--- src/rtl/i2ce_pkg.sv ---
// Package: shared phase encoding and length decode for the word engine.
// Assumes DATA_W is a power of two so that a length code of 0 means full width.
package i2ce_pkg;

    typedef enum logic [1:0] {
        PH_IDLE = 2'd0,
        PH_LOW  = 2'd1,
        PH_HIGH = 2'd2
    } phase_e;

    // Decodes a length code: zero stands for the full word width.
    function automatic int unsigned word_len(input int unsigned code, input int unsigned full);
        return (code == 0) ? full : code;
    endfunction

endpackage

--- src/rtl/i2ce_phase_timer.sv ---
// Phase timer: produces SCL low/high phases of equal length from a divider.
// Assumes the divider is stable during the write strobe; latches it at start.
module i2ce_phase_timer
    import i2ce_pkg::*;
#(
    parameter int DIV_W = 8
) (
    input  logic             clk,
    input  logic             rst_n,
    input  logic             start,
    input  logic [DIV_W-1:0] div_cfg,
    input  logic             last_bit,
    output logic             scl,
    output logic             low_first,
    output logic             rise,
    output logic             bit_end,
    output logic             done
);
    localparam logic [DIV_W-1:0] DIV_MIN = DIV_W'(2);

    phase_e           phase;
    logic [DIV_W-1:0] cnt;
    logic [DIV_W-1:0] div_q;
    logic [DIV_W-1:0] div_eff;

    // Clamp the divider to its minimum.
    always_comb begin
        div_eff = (div_cfg < DIV_MIN) ? DIV_MIN : div_cfg;
    end

    // Step the phase state and the half-period counter.
    always_ff @(posedge clk) begin
        if (!rst_n) begin
            phase <= PH_IDLE;
            cnt   <= '0;
            div_q <= DIV_MIN;
        end else if (start) begin
            phase <= PH_LOW;
            cnt   <= div_eff - 1'b1;
            div_q <= div_eff;
        end else begin
            unique case (phase)
                PH_LOW: begin
                    if (cnt == '0) begin
                        phase <= PH_HIGH;
                        cnt   <= div_q - 1'b1;
                    end else begin
                        cnt <= cnt - 1'b1;
                    end
                end
                PH_HIGH: begin
                    if (cnt == '0) begin
                        if (last_bit) begin
                            phase <= PH_IDLE;
                        end else begin
                            phase <= PH_LOW;
                            cnt   <= div_q - 1'b1;
                        end
                    end else begin
                        cnt <= cnt - 1'b1;
                    end
                end
                default: begin
                    phase <= PH_IDLE;
                end
            endcase
        end
    end

    // Decode the phase events used by the shifter and the status logic.
    always_comb begin
        scl       = (phase == PH_HIGH);
        low_first = (phase == PH_LOW) && (cnt == div_q - 1'b1);
        rise      = (phase == PH_LOW) && (cnt == '0);
        bit_end   = (phase == PH_HIGH) && (cnt == '0);
        done      = bit_end && last_bit;
    end

endmodule

--- src/rtl/i2ce_shifter.sv ---
// Shifter: holds the word, counts bit slots and drives SDA in each low phase.
// Assumes start, low_first, rise and bit_end come from the phase timer.
module i2ce_shifter
    import i2ce_pkg::*;
#(
    parameter int DATA_W = 8,
    parameter int CNT_W  = 3
) (
    input  logic              clk,
    input  logic              rst_n,
    input  logic              start,
    input  logic [DATA_W-1:0] word,
    input  logic [CNT_W-1:0]  len_code,
    input  logic              ack_en,
    input  logic              low_first,
    input  logic              rise,
    input  logic              bit_end,
    input  logic              sda_i,
    output logic              sda_o,
    output logic              last_bit,
    output logic              ack_stb,
    output logic              ack_lvl
);
    localparam int IDX_W = CNT_W + 1;

    logic [DATA_W-1:0] shreg;
    logic [IDX_W-1:0]  idx;
    logic [IDX_W-1:0]  nbits;
    logic              ack_q;
    logic [IDX_W-1:0]  total;
    logic              in_ack;

    // Slot bookkeeping: the total number of slots and whether this one is the acknowledge slot.
    always_comb begin
        total    = nbits + IDX_W'(ack_q);
        in_ack   = ack_q && (idx == nbits);
        last_bit = (idx == total - 1'b1);
        ack_stb  = rise && in_ack;
        ack_lvl  = sda_i;
    end

    // Load the word at start and shift once per completed slot.
    always_ff @(posedge clk) begin
        if (!rst_n) begin
            shreg <= '0;
            idx   <= '0;
            nbits <= IDX_W'(DATA_W);
            ack_q <= 1'b0;
        end else if (start) begin
            shreg <= word;
            idx   <= '0;
            nbits <= IDX_W'(word_len(int'(len_code), DATA_W));
            ack_q <= ack_en;
        end else if (bit_end) begin
            shreg <= {shreg[DATA_W-2:0], 1'b0};
            idx   <= idx + 1'b1;
        end
    end

    // Drive SDA one clock into each low phase; release it in the acknowledge slot.
    always_ff @(posedge clk) begin
        if (!rst_n) begin
            sda_o <= 1'b1;
        end else if (low_first) begin
            sda_o <= in_ack ? 1'b1 : shreg[DATA_W-1];
        end
    end

endmodule

--- src/rtl/i2ce_ctrl_regs.sv ---
// Control and status registers: length/acknowledge setup, pending, interrupt,
// overrun and last-received bit. Assumes strobes last one clock.
module i2ce_ctrl_regs #(
    parameter int CNT_W = 3
) (
    input  logic             clk,
    input  logic             rst_n,
    input  logic             data_wr,
    input  logic             ctrl_wr,
    input  logic [CNT_W-1:0] ctrl_len,
    input  logic             ctrl_ack_en,
    input  logic             done,
    input  logic             ack_stb,
    input  logic             ack_lvl,
    output logic             start,
    output logic [CNT_W-1:0] len_q,
    output logic             ack_en_q,
    output logic             pending,
    output logic             irq,
    output logic             overrun,
    output logic             lrb
);
    // Accept a data write only while no word is pending.
    always_comb begin
        start = data_wr && !pending;
    end

    // Control register for the next word's length and acknowledge setting.
    always_ff @(posedge clk) begin
        if (!rst_n) begin
            len_q    <= '0;
            ack_en_q <= 1'b1;
        end else if (ctrl_wr) begin
            len_q    <= ctrl_len;
            ack_en_q <= ctrl_ack_en;
        end
    end

    // Pending flag and completion interrupt.
    always_ff @(posedge clk) begin
        if (!rst_n) begin
            pending <= 1'b0;
            irq     <= 1'b0;
        end else if (start) begin
            pending <= 1'b1;
            irq     <= 1'b0;
        end else if (done) begin
            pending <= 1'b0;
            irq     <= 1'b1;
        end
    end

    // Overrun flag: set by a dropped write, cleared by an accepted one.
    always_ff @(posedge clk) begin
        if (!rst_n) begin
            overrun <= 1'b0;
        end else if (data_wr) begin
            overrun <= pending;
        end
    end

    // Capture the receiver's acknowledge level.
    always_ff @(posedge clk) begin
        if (!rst_n) begin
            lrb <= 1'b0;
        end else if (ack_stb) begin
            lrb <= ack_lvl;
        end
    end

endmodule

--- src/rtl/i2c_tx_word_engine.sv ---
// Top: master-transmit data-phase engine. Connects the registers, phase timer
// and shifter. Assumes a start condition has already left SCL low.
module i2c_tx_word_engine #(
    parameter int DATA_W = 8,
    parameter int DIV_W  = 8,
    parameter int CNT_W  = $clog2(DATA_W)
) (
    input  logic              clk,
    input  logic              rst_n,
    input  logic              data_wr,
    input  logic [DATA_W-1:0] data_in,
    input  logic              ctrl_wr,
    input  logic [CNT_W-1:0]  ctrl_len,
    input  logic              ctrl_ack_en,
    input  logic [DIV_W-1:0]  div_cfg,
    input  logic              sda_i,
    output logic              scl_o,
    output logic              sda_o,
    output logic              irq_o,
    output logic              pending_o,
    output logic              master_o,
    output logic              xmit_o,
    output logic              last_rx_bit_o,
    output logic              overrun_o
);
    logic             start;
    logic [CNT_W-1:0] len_q;
    logic             ack_en_q;
    logic             low_first;
    logic             rise;
    logic             bit_end;
    logic             done;
    logic             last_bit;
    logic             ack_stb;
    logic             ack_lvl;

    i2ce_ctrl_regs #(.CNT_W(CNT_W)) regs_i (
        .clk(clk), .rst_n(rst_n), .data_wr(data_wr), .ctrl_wr(ctrl_wr),
        .ctrl_len(ctrl_len), .ctrl_ack_en(ctrl_ack_en), .done(done),
        .ack_stb(ack_stb), .ack_lvl(ack_lvl), .start(start), .len_q(len_q),
        .ack_en_q(ack_en_q), .pending(pending_o), .irq(irq_o),
        .overrun(overrun_o), .lrb(last_rx_bit_o)
    );

    i2ce_phase_timer #(.DIV_W(DIV_W)) timer_i (
        .clk(clk), .rst_n(rst_n), .start(start), .div_cfg(div_cfg),
        .last_bit(last_bit), .scl(scl_o), .low_first(low_first),
        .rise(rise), .bit_end(bit_end), .done(done)
    );

    i2ce_shifter #(.DATA_W(DATA_W), .CNT_W(CNT_W)) shift_i (
        .clk(clk), .rst_n(rst_n), .start(start), .word(data_in),
        .len_code(len_q), .ack_en(ack_en_q), .low_first(low_first),
        .rise(rise), .bit_end(bit_end), .sda_i(sda_i), .sda_o(sda_o),
        .last_bit(last_bit), .ack_stb(ack_stb), .ack_lvl(ack_lvl)
    );

    // Fixed role status: this engine only ever acts as master transmitter.
    always_comb begin
        master_o = 1'b1;
        xmit_o   = 1'b1;
    end

endmodule

--- config.mk ---
export PLATFORM = sky130hd
export DESIGN_NAME = i2c_tx_word_engine
export DESIGN_NICKNAME = d
export VERILOG_FILES = /design/src/rtl/i2ce_pkg.sv /design/src/rtl/i2ce_phase_timer.sv /design/src/rtl/i2ce_shifter.sv /design/src/rtl/i2ce_ctrl_regs.sv /design/src/rtl/i2c_tx_word_engine.sv
export SDC_FILE = /design/constraint.sdc
export NUM_CORES = 1
export LEC_CHECK = 0
export BUFFER_PORTS_ARGS = -buffer_cell sky130_fd_sc_hd__buf_2
export CAP_MARGIN = 20
export CORE_UTILIZATION = 58
export DETAILED_ROUTE_END_ITERATION = 6
export GPL_TIMING_DRIVEN = 0
export PLACE_DENSITY = 0.92
export SYNTH_ARGS = -nofsm -noshare
export SYNTH_HDL_FRONTEND = slang
export SYNTH_SLANG_ARGS = --single-unit
--- constraint.sdc ---
create_clock -name clk -period 2.6 [get_ports clk]
set_input_delay 0 -clock clk [delete_from_list [all_inputs] [get_ports clk]]
set_output_delay 0 -clock clk [all_outputs]
set_load 0.005 [all_outputs]
==> Word-level counts from Yosys, hierarchy flattened <==
Cells that the tools add are included.
W data, S select, Z words.
{ "classes": {"add_sub_neg": 6, "order_cmp": 1, "n_eq_ne": 10, "n_mux": 17, "n_bitwise": 1, "n_reduce_logical": 17} }
{ "ops": {"columns": ["op", "n"], "rows": [
  ["$mux W8", 7],
  ["$sub A8 B1 Y8 const B", 3],
  ["$pmux W8 S2", 1],
  ["$eq A4 B4 Y1", 2],
  ["$eq A8 B8 Y1", 1],
  ["$logic_not A8 Y1", 1],
  ["$lt A8 B2 Y1 const B", 1],
  ["$logic_and A1 B1 Y1", 7],
  ["$reduce_and A2 Y1", 3],
  ["$mux W1", 5],
  ["$add A4 B1 Y4", 1],
  ["$add A4 B1 Y4 const B", 1],
  ["$mux W2", 2],
  ["$mux W4", 1],
  ["$ne A2 B1 Y1 const B", 2],
  ["$ne A4 B4 Y1 const B", 1],
  ["$pmux W2 S2", 1],
  ["$reduce_bool A2 Y1", 2],
  ["$sub A4 B1 Y4 const B", 1],
  ["$logic_not A3 Y1", 1],
  ["$ne A3 B1 Y1 const B", 1],
  ["$ne A3 B2 Y1 const B", 1],
  ["$reduce_bool A3 Y1", 1],
  ["$eq A2 B1 Y1 const B", 1],
  ["4 further kinds", 4]
]} }
{ "word_totals": {"reg_bits": 44, "in_bits": 25} }

==> Logic depth before layout (Yosys ltp) <==
{ "depth": {"depth_word": 7, "ltp_mapped": 11} }

==> Cells and area by module <==
Synthesis repeated with hierarchy kept, for this count alone.
{ "hier_totals": {"hier_cells": 309, "hier_area_um2": 2685.1} }
{ "by_module_without_submodules": {"columns": ["module", "instances", "cells_each", "area_per_inst_um2", "seq_area_each_um2"], "rows": [
  ["i2ce_phase_timer", 1, 179, 1447.6, 360.3],
  ["i2ce_shifter", 1, 101, 920.9, 360.3],
  ["i2ce_ctrl_regs", 1, 26, 297.8, 160.2],
  ["i2c_tx_word_engine", 1, 3, 18.8, 0.0]
]} }

==> Worst setup path after synthesis <==
OpenSTA, ideal clock, no wires.
{ "synth_path": {"path_type": "flip-flop to flip-flop", "from": "register shift_i.nbits[0]", "to": "register timer_i.cnt[7]", "t_arrival_ns": 1.838, "required_time_ns": 2.488, "setup_slack_ns": 0.650, "stages_incl_launch_ff": 9, "path_buffers": 0, "period_less_slack_ns": 1.950, "cell_sequence": "dfxtp_1 -> inv_1 -> ha_1 -> ha_1 -> xor2_1 -> nand3_1 -> nor3_2 -> o21ai_2 -> a2111oi_1"} }
{ "synth_via": {"elab_chain_cells": 5} }
{ "synth_rtl": {"columns": ["item", "line", "text"], "rows": [
  ["start, declared", "i2ce_shifter.sv:28", "logic [IDX_W-1:0] nbits;"],
  ["start signal, assigned", "i2ce_shifter.sv:47", "nbits <= IDX_W'(DATA_W);"],
  ["start signal, assigned", "i2ce_shifter.sv:52", "nbits <= IDX_W'(word_len(int'(len_code), DATA_W));"],
  ["$add A4 B1 Y4", "i2ce_shifter.sv:35", "total = nbits + IDX_W'(ack_q);"],
  ["$sub A4 B1 Y4", "i2ce_shifter.sv:37", "last_bit = (idx == total - 1'b1);"],
  ["$eq A4 B4 Y1", "i2ce_shifter.sv:37", null],
  ["$ne A4 B4 Y1 (no line)", null, null],
  ["$reduce_and A2 Y1 (no line)", null, null],
  ["end signal, assigned", "i2ce_phase_timer.sv:48", "cnt <= cnt - 1'b1;"],
  ["end signal, assigned", "i2ce_phase_timer.sv:57", "cnt <= div_q - 1'b1;"],
  ["end signal, assigned", "i2ce_phase_timer.sv:60", "cnt <= cnt - 1'b1;"],
  ["end, declared", "i2ce_phase_timer.sv:22", "logic [DIV_W-1:0] cnt;"]
]} }
No other way between the ends.
A chain may end at the register's enable or synchronous reset.

==> Worst setup path after layout <==
{ "layout_path": {"from": "input div_cfg[5]", "to": "register timer_i.cnt[6]"} }
{ "layout_via": {"elab_chain_cells": 4} }
{ "layout_rtl": {"columns": ["item", "line", "text"], "rows": [
  ["start, declared", "i2c_tx_word_engine.sv:15", "input logic [DIV_W-1:0] div_cfg,"],
  ["$lt A8 B2 Y1", "i2ce_phase_timer.sv:28", "div_eff = (div_cfg < DIV_MIN) ? DIV_MIN : div_cfg;"],
  ["$mux W8 (*)", "i2ce_phase_timer.sv:28", null],
  ["$sub A8 B1 Y8 (*)", "i2ce_phase_timer.sv:39", "cnt <= div_eff - 1'b1;"],
  ["$mux W8 (*)", "i2ce_phase_timer.sv:37", "end else if (start) begin"],
  ["end signal, assigned", "i2ce_phase_timer.sv:39", null],
  ["end signal, assigned", "i2ce_phase_timer.sv:46", "cnt <= div_q - 1'b1;"],
  ["end signal, assigned", "i2ce_phase_timer.sv:48", null]
]} }
Every way passes the cells marked *; elsewhere a longest branch is shown, timed or not.

==> summary.md <==
Critical path
• 0.52 ns — Critical Path Max Stage Delay
• 8 — depth of the worst register-to-register path
• flop — Crit. End Element
• sky130_fd_sc_hd__nand2b_1 — cell occurring most often along the worst timing path
• 2.77 ns — CP required
• 5 — largest fanout of any net on the critical path
• 2.63 ns — CP Data Arrival Time
• primary input — Worst Setup Start Kind
• primary input to flop — CP Class
• dlygate4sd3_1 -> buf_2 -> nor4_2 -> nand2b_1 -> o31ai_2 -> ha_1 -> nand2b_1 -> nor4_1 -> xnor2_1 -> nor2_1 -> a31oi_1 -> o22ai_1 — critical-path cell list
• sky130_fd_sc_hd__dlygate4sd3_1 — Slowest cell on crit path

Floorplan
• 4120 µm² — total core area
• 33 — I/O pin count
• 4650 µm² — Die ar.
• 23 — standard-cell rows
• 68.2 µm — die outline height
• 68.2 µm — die extent in x
• 61.7% — Initial Util

Clock tree
• yes — clock tree from TritonCTS
• 2 — CTS H-tree lvls
• 0 — Post-CTS Setup Bufs
• sky130_fd_sc_hd__clkbuf_8 — root cell of the clock tree
• 0.08 ns — Clock transition at path regs
• 0.31 ns — clock latency on the worst-skew pair
• 2 — Clock Path Buffers
• 5 — TritonCTS Buffers
• 44 — number of sinks driven by the clock tree

Run status
• finished, final reports clean — outcome

Global routing
• 14 — largest net degree at the start of global routing
• 0 — GRT Residual Overflow
• 2247 — vias in the first global route
• 32.3% — global routing usage summed across all routing layers
• 0 — number of antenna violations at the first check in global routing
• 10800 µm — global-route wire length before repair

Logic synthesis
• 44 — synthesis-stage register bit count
• 0% — share of flip-flops with an asynchronous set or reset after synthesis
• sky130_fd_sc_hd__dfxtp_1 35%, sky130_fd_sc_hd__nand2_1 7.8%, sky130_fd_sc_hd__xor2_1 6.2%, sky130_fd_sc_hd__nor2_1 5.9%, sky130_fd_sc_hd__xnor2_1 5.2% — ranking of synthesized cells by area
• 0 — count of flip-flops with a built-in enable after synthesis
• 0 — Ys Warns
• 8.04 µm² — mean post-synth cell area
• 45 — Netlist cell types
• 34.7% — Yosys top cell area share
• sky130_fd_sc_hd__dfxtp_1 — post-synthesis cell type with the largest combined area
• sky130_fd_sc_hd__dfxtp_1 — prevailing post-synth register cell
• 34.7% — sequential-to-total area share from yosys stat
• 2540 µm² — Cell Area, Synth
• 316 — synthesized instance count

Route
• 294 — starting DRC count in detailed routing
• 0 — remaining number of nets flagged by the antenna check after routing
• 5.92 — post-detailed-route via-to-cell ratio
• 6800 µm — routed wire length
• 5 — DR pass1 iterations
• 16.0 µm — routed wire length per instance
• 2508 — via count of the routed design
• 0 — DRC violation count after routing

Cells and area
• 53 x sky130_fd_sc_hd__nand2_1, 44 x sky130_fd_sc_hd__dfxtp_1, 40 x sky130_fd_sc_hd__nor2_1 — most frequent cells in the layout
• sky130_fd_sc_hd__nand2_1 — most common cell after layout, fill and taps aside
• 407 — layout net count
• 21.1% — layout-stage area growth over the synthesis result
• 74.8% — utilization after layout
• 14.2% — fraction of layout instances using a drive strength above 1
• 0 — diodes inserted
• 424 — post-route insts no fill

Timing
• 2.46 ns — Final Critical Period
• 0 — Final Slew Violations
• 0.0697 ns — worst hold slack after final layout
• 0 — total of endpoints with negative setup slack in the final report
• 0 — Hold Vio Cnt, Final
• 0.592 ns — Worst Max-Slew Pin Slew
• 60.5% — headroom to the max-slew limit
• 407 MHz — maximum clock frequency
• 0.00842 ns — setup skew after layout
• 94.6% — fraction of the cycle the final worst path needs

Hold path
• primary input to flop — class of the most critical hold timing path
• 3 — number of cells traversed by the worst hold path

Power
• 1.25 nW — static leakage
• 0.351 mV — largest voltage drop on the vdd net
• 597 nW/µm² — power density over cell area

Placed design
• 396 — instance count after placement with tap cells included
• 4340 µm — dpl hpwl
• 0.995 — last weighted congestion value of the routability-driven placer
• 29 — count of buffers inserted at the top-level ports

Flow run
• 0 — total of max-cap violations

power by group:
| group | internal, mW | switching (mW) | total (mW) |
|---|---|---|---|
| clock | 0.285 | 0.234 | 0.519 |
| sequential | 0.723 | 0.0543 | 0.777 |
| combinational | 0.242 | 0.299 | 0.541 |
path summary, 6_finish.rpt:
check                        end  slack (ns)             start
setup / recovery  timer_i.cnt[6]        0.14        div_cfg[5]
hold / removal    timer_i.cnt[4]        0.07             rst_n
hold reg to reg   regs_i.overrun        0.47    regs_i.overrun
setup reg to reg  timer_i.cnt[7]        0.30  shift_i.nbits[0]
cell families (layout without fill, tap and decap cells):
logic type	count (synthesis)	count (layout)	synth area share, %
AOI/OAI and AO/OA	61	61	15.7
muxes	7	7	2.76
adders and majority gates	9	9	4.43
and+or+nand+nor	130	130	23.9
other	1	2	0.148
DFF	44	44	34.7
xor gates and xnor gates	35	35	13.2
buffers and inverters	29	86	5.27
cells in the mapped netlist (2+ instances only):
cell type and number:
sky130_fd_sc_hd__a211oi_1 7, sky130_fd_sc_hd__a21oi_1 23, sky130_fd_sc_hd__a311oi_1 8, sky130_fd_sc_hd__a31oi_1 5, sky130_fd_sc_hd__buf_2 2, sky130_fd_sc_hd__buf_4 4
sky130_fd_sc_hd__clkbuf_1 10, sky130_fd_sc_hd__dfxtp_1 44, sky130_fd_sc_hd__ha_1 9, sky130_fd_sc_hd__inv_1 10, sky130_fd_sc_hd__mux2i_1 7, sky130_fd_sc_hd__nand2_1 53
sky130_fd_sc_hd__nand2b_1 5, sky130_fd_sc_hd__nand3_1 6, sky130_fd_sc_hd__nand4_1 2, sky130_fd_sc_hd__nor2_1 40, sky130_fd_sc_hd__nor2b_1 2, sky130_fd_sc_hd__nor3_1 4
sky130_fd_sc_hd__nor3_2 2, sky130_fd_sc_hd__nor3b_1 4, sky130_fd_sc_hd__nor4_1 6, sky130_fd_sc_hd__o211ai_1 2, sky130_fd_sc_hd__o21ai_0 4, sky130_fd_sc_hd__o22ai_1 3
sky130_fd_sc_hd__o31ai_1 2, sky130_fd_sc_hd__xnor2_1 15, sky130_fd_sc_hd__xnor3_1 2, sky130_fd_sc_hd__xor2_1 18
per-layer routing:
layer	up-vias	share of wire (%)	track usage, %
met1	1152	41	40.2
met4	0	3.4	13.8
met5	-	0	0
li1	1199	-	-
met3	27	8.2	8.17
met2	130	48	52.3
worst max-delay path: cells and delay by family:
kind	cells	cell delay (ns)
AO/OA/AOI/OAI	3	0.59
XOR/XNOR	1	0.16
adder cells (fa/ha/maj)	1	0.22
buffers and inverters	2	0.67
AND/OR/NAND/NOR	5	0.97
final cells by class:
class	count	area (µm²)
multi-input cells	244	1550
fillers	294	1040
flip-flops and latches	44	881
repair buffers	49	345
plain buffers	18	92.6
clock buffers	6	72.6
well taps	50	62.6
inverters	11	41.3
clock inverters	2	35.0
flip-flops by register name, indices dropped and copies added (netlist names), 2 cells and up:
register,flops
shift_i.nbits,4
timer_i.phase,2
timer_i.cnt,8
shift_i.idx,4
regs_i.len_q,3
timer_i.div_q,8
shift_i.shreg,8
what timing repair did:
| item | 4_1_cts | 5_1_grt |
|---|---|---|
| gates resized for setup | 0 | 3 |
| hold buffers | 20 | 0 |
| hold endpoints to repair | 20 | 0 |
| setup endpoints to repair | 0 | 2 |
metrics by stage:
| stage | setup slack (ns) | power [mW] | setup TNS [ns] | cell area [µm²] |
|---|---|---|---|---|
| final | 0.141 | 1.84 | 0 | 3080 |
| after global routing | -0.0103 | 1.93 | -0.0103 | 3080 |
| after CTS | 0.0182 | 1.82 | 0 | 3060 |
| after detailed placement | 0.276 | 1.28 | 0 | 2750 |
| after global placement | 0.382 | 1.26 | 0 | 2750 |
| after floorplan | 0.650 | 1.16 | 0 | 2540 |
(Power assumes the default switching activity.)
